===== config.mk =====
export PLATFORM = sky130hd
export DESIGN_NAME = bpe_unit
export DESIGN_NICKNAME = d
export VERILOG_FILES = /design/src/rtl/bpe_pkg.sv /design/src/rtl/bpe_capture.sv /design/src/rtl/bpe_check.sv /design/src/rtl/bpe_perr_drv.sv /design/src/rtl/bpe_status.sv /design/src/rtl/bpe_unit.sv
export SDC_FILE = /design/constraint.sdc
export NUM_CORES = 1
export LEC_CHECK = 0
export ABC_AREA = 1
export BUFFER_PORTS_ARGS = -buffer_cell sky130_fd_sc_hd__buf_4
export CORE_ASPECT_RATIO = 1.4
export CORE_MARGIN = 4
export CORE_UTILIZATION = 25
export DETAILED_ROUTE_END_ITERATION = 8
export PLACE_DENSITY_LB_ADDON = 0.25
export SYNTH_ARGS = -nofsm -noshare
export SYNTH_HDL_FRONTEND = slang
export SYNTH_SLANG_ARGS = --single-unit

===== constraint.sdc =====
create_clock -name clk_i -period 1.5 [get_ports clk_i]
set_input_delay 0.3 -clock clk_i [delete_from_list [all_inputs] [get_ports clk_i]]
set_output_delay 0.3 -clock clk_i [all_outputs]
set_load 0.005 [all_outputs]

===== src/rtl/bpe_pkg.sv =====
`timescale 1ns/1ps
package bpe_pkg;
  localparam int unsigned LANE_W = 8;

  typedef struct packed {
    logic valid;
    logic fwd;
    logic retry;
  } bpe_flags_t;
endpackage


===== src/rtl/bpe_capture.sv =====
`timescale 1ns/1ps
module bpe_capture
  import bpe_pkg::*;
#(
  parameter int unsigned DW = 32,
  parameter int unsigned BW = DW / LANE_W
) (
  input  logic          clk_i,
  input  logic          rst_ni,
  input  logic [DW-1:0] ad_i,
  input  logic [BW-1:0] cbe_i,
  input  logic          irdy_i,
  input  logic          trdy_i,
  input  logic          fwd_err_i,
  input  logic          dw_retry_i,
  output logic [DW-1:0] ph_ad_o,
  output logic [BW-1:0] ph_cbe_o,
  output bpe_flags_t    ph_flags_o
);
  logic xfer;
  assign xfer = irdy_i & trdy_i;

  always_ff @(posedge clk_i or negedge rst_ni) begin
    if (!rst_ni) begin
      ph_ad_o    <= '0;
      ph_cbe_o   <= '0;
      ph_flags_o <= '0;
    end else begin
      ph_flags_o.valid <= xfer;
      ph_flags_o.fwd   <= xfer & fwd_err_i;
      ph_flags_o.retry <= xfer & dw_retry_i;
      if (xfer) begin
        ph_ad_o  <= ad_i;
        ph_cbe_o <= cbe_i;
      end
    end
  end

  // Flags can only be set on a real data phase
  p_flags_need_xfer_r13: assert property (@(posedge clk_i) disable iff (!rst_ni)
    (ph_flags_o.fwd | ph_flags_o.retry) |-> ph_flags_o.valid);
endmodule


===== src/rtl/bpe_check.sv =====
`timescale 1ns/1ps
module bpe_check
  import bpe_pkg::*;
#(
  parameter int unsigned DW = 32,
  parameter int unsigned BW = DW / LANE_W
) (
  input  logic          clk_i,
  input  logic          rst_ni,
  input  logic [DW-1:0] ph_ad_i,
  input  logic [BW-1:0] ph_cbe_i,
  input  bpe_flags_t    ph_flags_i,
  input  logic          par_i,
  input  logic          perr_resp_en_i,
  input  logic [DW-1:0] q_ad_i,
  input  logic [BW-1:0] q_cbe_i,
  input  logic          q_par_i,
  output logic          loc_err_o,
  output logic          perr_req_o,
  output logic          release_o
);
  logic [BW-1:0] lane_par;
  logic          exact;

  for (genvar g = 0; g < BW; g++) begin : g_lane
    assign lane_par[g] = (^ph_ad_i[g*LANE_W +: LANE_W]) ^ ph_cbe_i[g];
  end

  assign loc_err_o = ph_flags_i.valid & ((^lane_par) ^ par_i);
  assign exact     = (ph_ad_i == q_ad_i) & (ph_cbe_i == q_cbe_i) & (par_i == q_par_i);

  always_ff @(posedge clk_i or negedge rst_ni) begin
    if (!rst_ni) begin
      perr_req_o <= 1'b0;
      release_o  <= 1'b0;
    end else begin
      perr_req_o <= ph_flags_i.valid & perr_resp_en_i & (loc_err_o | ph_flags_i.fwd);
      release_o  <= ph_flags_i.retry & exact & ~loc_err_o;
    end
  end

  // A disabled response never requests a PERR pulse
  p_req_needs_enable_r4: assert property (@(posedge clk_i) disable iff (!rst_ni)
    !perr_resp_en_i |=> !perr_req_o);
endmodule


===== src/rtl/bpe_perr_drv.sv =====
`timescale 1ns/1ps
module bpe_perr_drv (
  input  logic clk_i,
  input  logic rst_ni,
  input  logic req_i,
  output logic perr_o,
  output logic perr_oe_o
);
  logic tail_q;

  always_ff @(posedge clk_i or negedge rst_ni) begin
    if (!rst_ni) tail_q <= 1'b0;
    else         tail_q <= req_i;
  end

  assign perr_o    = ~req_i;
  assign perr_oe_o = req_i | tail_q;

  p_low_is_driven_r2: assert property (@(posedge clk_i) disable iff (!rst_ni)
    !perr_o |-> perr_oe_o);

  p_drive_after_low_r3: assert property (@(posedge clk_i) disable iff (!rst_ni)
    !perr_o |=> perr_oe_o);

  p_high_before_release_r3: assert property (@(posedge clk_i) disable iff (!rst_ni)
    (!perr_oe_o && $past(perr_oe_o)) |-> $past(perr_o));
endmodule


===== src/rtl/bpe_status.sv =====
`timescale 1ns/1ps
module bpe_status (
  input  logic clk_i,
  input  logic rst_ni,
  input  logic set_i,
  input  logic wr_i,
  input  logic wdata_i,
  output logic det_o
);
  always_ff @(posedge clk_i or negedge rst_ni) begin
    if (!rst_ni)               det_o <= 1'b0;
    else if (set_i)            det_o <= 1'b1;  // set beats clear
    else if (wr_i && wdata_i)  det_o <= 1'b0;
  end

  p_set_wins_r11: assert property (@(posedge clk_i) disable iff (!rst_ni)
    set_i |=> det_o);

  p_clear_only_by_w1_r10: assert property (@(posedge clk_i) disable iff (!rst_ni)
    $fell(det_o) |-> $past(wr_i && wdata_i));
endmodule


===== src/rtl/bpe_unit.sv =====
`timescale 1ns/1ps
module bpe_unit
  import bpe_pkg::*;
#(
  parameter int unsigned DW = 32,
  localparam int unsigned BW = DW / LANE_W
) (
  input  logic          clk_i,
  input  logic          rst_ni,
  input  logic [DW-1:0] ad_i,
  input  logic [BW-1:0] cbe_i,
  input  logic          par_i,
  input  logic          irdy_i,
  input  logic          trdy_i,
  input  logic          perr_resp_en_i,
  input  logic          fwd_err_i,
  input  logic          dw_retry_i,
  input  logic [DW-1:0] q_ad_i,
  input  logic [BW-1:0] q_cbe_i,
  input  logic          q_par_i,
  input  logic          stat_wr_i,
  input  logic          stat_wdata_i,
  output logic          perr_o,
  output logic          perr_oe_o,
  output logic          par_err_det_o,
  output logic          dw_release_o
);
  logic [DW-1:0] ph_ad;
  logic [BW-1:0] ph_cbe;
  bpe_flags_t    ph_flags;
  logic          loc_err;
  logic          perr_req;

  bpe_capture #(.DW(DW), .BW(BW)) i_capture (
    .clk_i      (clk_i),
    .rst_ni     (rst_ni),
    .ad_i       (ad_i),
    .cbe_i      (cbe_i),
    .irdy_i     (irdy_i),
    .trdy_i     (trdy_i),
    .fwd_err_i  (fwd_err_i),
    .dw_retry_i (dw_retry_i),
    .ph_ad_o    (ph_ad),
    .ph_cbe_o   (ph_cbe),
    .ph_flags_o (ph_flags)
  );

  bpe_check #(.DW(DW), .BW(BW)) i_check (
    .clk_i          (clk_i),
    .rst_ni         (rst_ni),
    .ph_ad_i        (ph_ad),
    .ph_cbe_i       (ph_cbe),
    .ph_flags_i     (ph_flags),
    .par_i          (par_i),
    .perr_resp_en_i (perr_resp_en_i),
    .q_ad_i         (q_ad_i),
    .q_cbe_i        (q_cbe_i),
    .q_par_i        (q_par_i),
    .loc_err_o      (loc_err),
    .perr_req_o     (perr_req),
    .release_o      (dw_release_o)
  );

  bpe_perr_drv i_perr_drv (
    .clk_i     (clk_i),
    .rst_ni    (rst_ni),
    .req_i     (perr_req),
    .perr_o    (perr_o),
    .perr_oe_o (perr_oe_o)
  );

  bpe_status i_status (
    .clk_i   (clk_i),
    .rst_ni  (rst_ni),
    .set_i   (loc_err),
    .wr_i    (stat_wr_i),
    .wdata_i (stat_wdata_i),
    .det_o   (par_err_det_o)
  );

  // A retry with a fresh local error must not release
  p_no_release_on_local_err_r8: assert property (@(posedge clk_i) disable iff (!rst_ni)
    dw_release_o |-> !$rose(par_err_det_o));
endmodule


# == Word-level counts from Yosys, hierarchy flattened ==
# Index checks and enable logic that the tools add are counted.
# word_totals
regBits,43
in_bits,83
output_inout_bits,4
word_cells,40
# op_classes
eq_ne,3
mux,2
bitwise,19
n_reduce_logical,7
# op_table
op,count
equality test 32 bit,1
parity 8 bit,4
AND 1 bit,10
bitwise XOR 1 bit,5
equality test 4 bit,1
parity 4 bit,1
two-way mux 1 bit,2
inverter 1 bit,2
OR 1 bit,2
nonzero test 2 bit,1
equality test 1 bit,1
logical AND 1 bit,1

# == Depth between registers and ports, before layout ==
# logic_depth
ltp_word,7
ltp_mapped,17
depth_no_buf,17

# == Hierarchy ==
# From an unflattened synthesis, not the netlist that was laid out.
# unflattened
cells_unflattened,400
area_unflattened_um2,2787.7
# modules_own_cells
module,n_inst,cells_each,area_per_inst_um2,seq_area_each_um2
bpe_capture,1,165,1529.0,975.9
bpe_check,1,226,1179.9,50.0
bpe_status,1,5,40.0,25.0
bpe_perr_drv,1,4,38.8,25.0

# == Worst setup path before layout ==
# Ideal clock, no wire load.
# synth_timing
path_kind,reg-to-reg
from,register i_capture.ph_ad_o[1]
to,register i_check.release_o
setup_time_ps,113
t_arrival_ps,1288
required_time_ps,1387
path_slack_ps,99
stages_incl_launch_ff,17
n_path_buf,0
synth_period_minus_slack_ps,1401
cell_sequence,dfrtp_1 -> inv_1 -> nand2_1 -> nand3b_1 -> nand2_1 -> nand2_1 -> nand2_1 -> nand2_1 -> nand2_1 -> inv_1 -> nand2_1 -> nand2_1 -> inv_1 -> nand2_1 -> nand3_1 -> nand2_1 -> inv_1
# synth_via
elab_chain_len,7
word_cells_on_any_way,11
classes_between,eq/ne (1); bitwise (8); reduce/logical (2)
# synth_lines
item,line,source
start: declaration,bpe_capture.sv:16,"output logic [DW-1:0] ph_ad_o,"
start signal: assignment,bpe_capture.sv:33,ph_ad_o <= ad_i;
parity 8 bit,bpe_check.sv:26,assign lane_par[g] = (^ph_ad_i[g*LANE_W +: LANE_W]) ^ ph_cbe_i[g];
bitwise XOR 1 bit,bpe_check.sv:26,
parity 4 bit,bpe_check.sv:29,assign loc_err_o = ph_flags_i.valid & ((^lane_par) ^ par_i);
bitwise XOR 1 bit,bpe_check.sv:29,
AND 1 bit,bpe_check.sv:29,
inverter 1 bit,bpe_check.sv:38,release_o <= ph_flags_i.retry & exact & ~loc_err_o;
AND 1 bit (*),bpe_check.sv:38,
end signal: assignment,bpe_check.sv:38,
end: declaration,bpe_check.sv:20,output logic release_o
# Every way passes the cells marked *; elsewhere a longest branch is shown, timed or not.
# A chain may end at the register's enable or synchronous reset.

# == Worst setup path in the final report ==
# layout_timing
from,register i_capture.ph_ad_o[0]
to,register i_check.release_o
# Same word-level chain as after synthesis.

==> impl_metrics.ini <==
[logic_synthesis]
synth-seq-cells = 43
synth_edf_count = 0
yosys-top-cells-count = nand2_1 (149), inv_1 (53), dfrtp_1 (43), o21ai_0 (32), nand3_1 (20)
synth_top_area_frac = 0.4133
ys_types = 24
syn_nets = 457
synth.avg_cell_area_um2 = 6.962
synth_most_common_cell = nand2_1
ys_async_sr_fraction = 1.000
synthCells = 374
yosys.area.top_type = dfrtp_1
synth_top_flop_cell = dfrtp_1
yosysWarnings = 0
ys_seq_area_frac = 0.4133
syn_area_um2 = 2604
synthTopCellsByArea = dfrtp_1 (41%), nand2_1 (21%), inv_1 (7.6%)

[sta]
rsz0062_at_grt = true
slew-limit-headroom = 0.6150
fin_crit_ns = 1.666
drv_slew = 0
fin_skew_ns = 0.003565
fin_ws_ns = -0.1662
fin_crit_sh = 1.111
hold_viol = 0
fmax_mhz = 600.2
holdWs_ns = 0.008777
finalSetupViolations = 3
worst_slew_pin_slew_ns = 0.5775

[pwr]
max-vdd-ir-drop_mv = 0.5697
power_switching_mw = 1.431
switching_share = 0.3260
comb_power_share = 0.346
seqPwrFrac = 0.330
power_density_nw_per_um2 = 1153
internal_power_mw = 2.959
leakagePower_nw = 2.028
power_mw = 4.390
clkPwrFrac = 0.324

[floorplan]
die_h_um = 128.8
die_area_um2 = 12130
dieWidth_um = 94.25
start_util = 0.2588
core_area_um2 = 10060
row_count = 43
pin_count = 87

[critical_path]
startpoint = i_capture.ph_ad_o[0]
worstReg2RegStart = i_capture.ph_ad_o[0]
end_kind = flop
cpPeakStageDelay_ns = 0.42
required_ns = 1.73
cp_max_fo = 4
path_class = reg -> reg
crit_arrival_ns = 1.90
cpMostUsedCell = buf_4
crit_slowest_cell = dfrtp_1
critPathBufInv = 3
cp-start-kind = flop
cp_cell_sequence = buf_4, buf_4, xor2_1, a221oi_1, nand4_1, nor2_1, nand2_1, inv_1
crit_family = flip-flops

[cells_and_area]
n_fill_cell = 1082
insertedDiodeCount = 0
finalNonFillerCells = 617
drive_above_1_share = 0.2884
area_growth_pct = 46.23
fin_nets = 564

[drt]
met3RoutedLength_um = 437
top_layer = met4
routedLengthMet1_um = 3584
wirelength_um = 8673
wl_per_cell_um = 14.06
dr.pass1.iters = 4
route.met2.wl_um = 4403
drtIter0Drc = 124
antenna_left = 0
vias_per_cell = 4.418
drc = 0
via_count = 2726

[cts]
cts_tree = built
root_buffer = clkbuf_16
clkSlewWorstSetupHoldPaths_ns = 0.06
clockBufferDepth = 2
cts_hold_buf = 0
htree_levels = 2
numCtsBuffers = 5
cts.sinks = 43
clk_latency_ns = 0.29

[global_route]
grt_max_degree = 44
grt_pass1_vias = 2841
grtUsageTotal = 0.1489
antenna_found_initial = 0
grt_pass1_wl_um = 13800
grt-ovfl-total = 0

[placed_design]
dp_cells = 608
dp_hpwl_um = 6985
port_buffers = 86
place.gp.congestion = 0.9094

[status]
outcome = complete, but fails checks
violations = setup timing

[hold_path]
holdCritPathClass = in -> async

[job]
cap_violations = 0
-- power groups by stage --
stage          combinational [mW]  clock, mW  sequential [mW]
2_1_floorplan               0.835          0             1.43
3_3_place_gp                 1.37          0             1.46
3_5_place_dp                 1.40          0             1.46
4_1_cts                      1.46       1.44             1.45
5_1_grt                      1.72       1.48             1.47
6_report                     1.52       1.42             1.45
-- through the flow --
stage               setup WS, ns  utilization  TNS, ns  area [µm²]
floorplan                0.09882            -        0        2604
global placement        -0.04996       0.3546  -0.1233        3567
detailed placement       -0.1062       0.3546  -0.2808        3567
CTS                     -0.09869       0.3757  -0.2430        3780
global route             -0.2602       0.3784  -0.7132        3807
finish                   -0.1662       0.3784  -0.2591        3807
-- layout by cell type (no fill, tap or decap) --
master and n:
nand2_1 141, buf_4 105, inv_1 47, dfrtp_1 42
o21ai_0 32, nand3_1 17, nor2_1 14, o22ai_1 12
nand2_2 11, xor2_1 9, a22o_1 8, xnor2_1 7
inv_2 6, clkbuf_16 5, nand3_2 4, nor4_1 3
a221oi_1 3, nand4_1 2, bufinv_16 2, buf_12 2
clkinv_1 1, nand3b_1 1, a21o_1 1, xnor2_2 1
a21oi_2 1, o2111ai_1 1, a211oi_1 1, or2_2 1
clkbuf_1 1, dfrtp_2 1
-- final timing paths --
kind	end	slack (ns)	cells after the start
max in group asynchronous	i_capture.ph_cbe_o[0]	1.07	1
setup / recovery	i_check.release_o	-0.17	8
min in group clk_i	i_capture.ph_cbe_o[3]	0.20	3
hold / removal	i_capture.ph_ad_o[2]	0.009	1
hold reg to reg	i_perr_drv.tail_q	0.39	0
setup reg to reg	i_check.release_o	-0.17	8
-- registers in the layout, summed over array words and instances, names as in the netlist --
| signal | count |
|---|---|
| i_check.perr_req_o | 1 |
| i_capture.ph_ad_o | 32 |
| i_capture.ph_flags_o | 3 |
| i_perr_drv.tail_q | 1 |
| i_status.det_o | 1 |
| i_check.release_o | 1 |
| i_capture.ph_cbe_o | 4 |
-- logic make-up (layout without fill, tap and decap cells) --
logic type | after synthesis | count (layout) | share of synthesized area
XOR/XNOR | 17 | 17 | 0.05719
buffers and inverters | 61 | 169 | 0.08793
flip-flops | 43 | 43 | 0.4133
AO/OA/AOI/OAI | 59 | 59 | 0.1398
AND/OR/NAND/NOR | 194 | 194 | 0.3018
-- layout make-up --
class	count	area (µm²)	share of cell area
Sequential cell	43	1077	0.2829
Inverter	54	202.7	0.05324
Tap cell	135	168.9	0.04436
Timing Repair Buffer	107	828.3	0.2175
Clock inverter	2	60.06	0.01577
Multi-Input combinational cell	270	1341	0.3523
Clock buffer	6	128.9	0.03385
-- timing repair --
item / CTS / global route
buffers inserted: 0 / 1
gates resized for setup: 9 / 10
endpoints found under the setup margin: 3 / 3
pin swaps: 1 / 7
-- metal layers --
layer	vias to the layer above	track usage
met3	14	0.02924
li1	1401	-
met5	-	0
met1	1237	0.1814
met2	74	0.2554
met4	0	0.06037
Note: power is estimated with default switching activity, not from simulation.
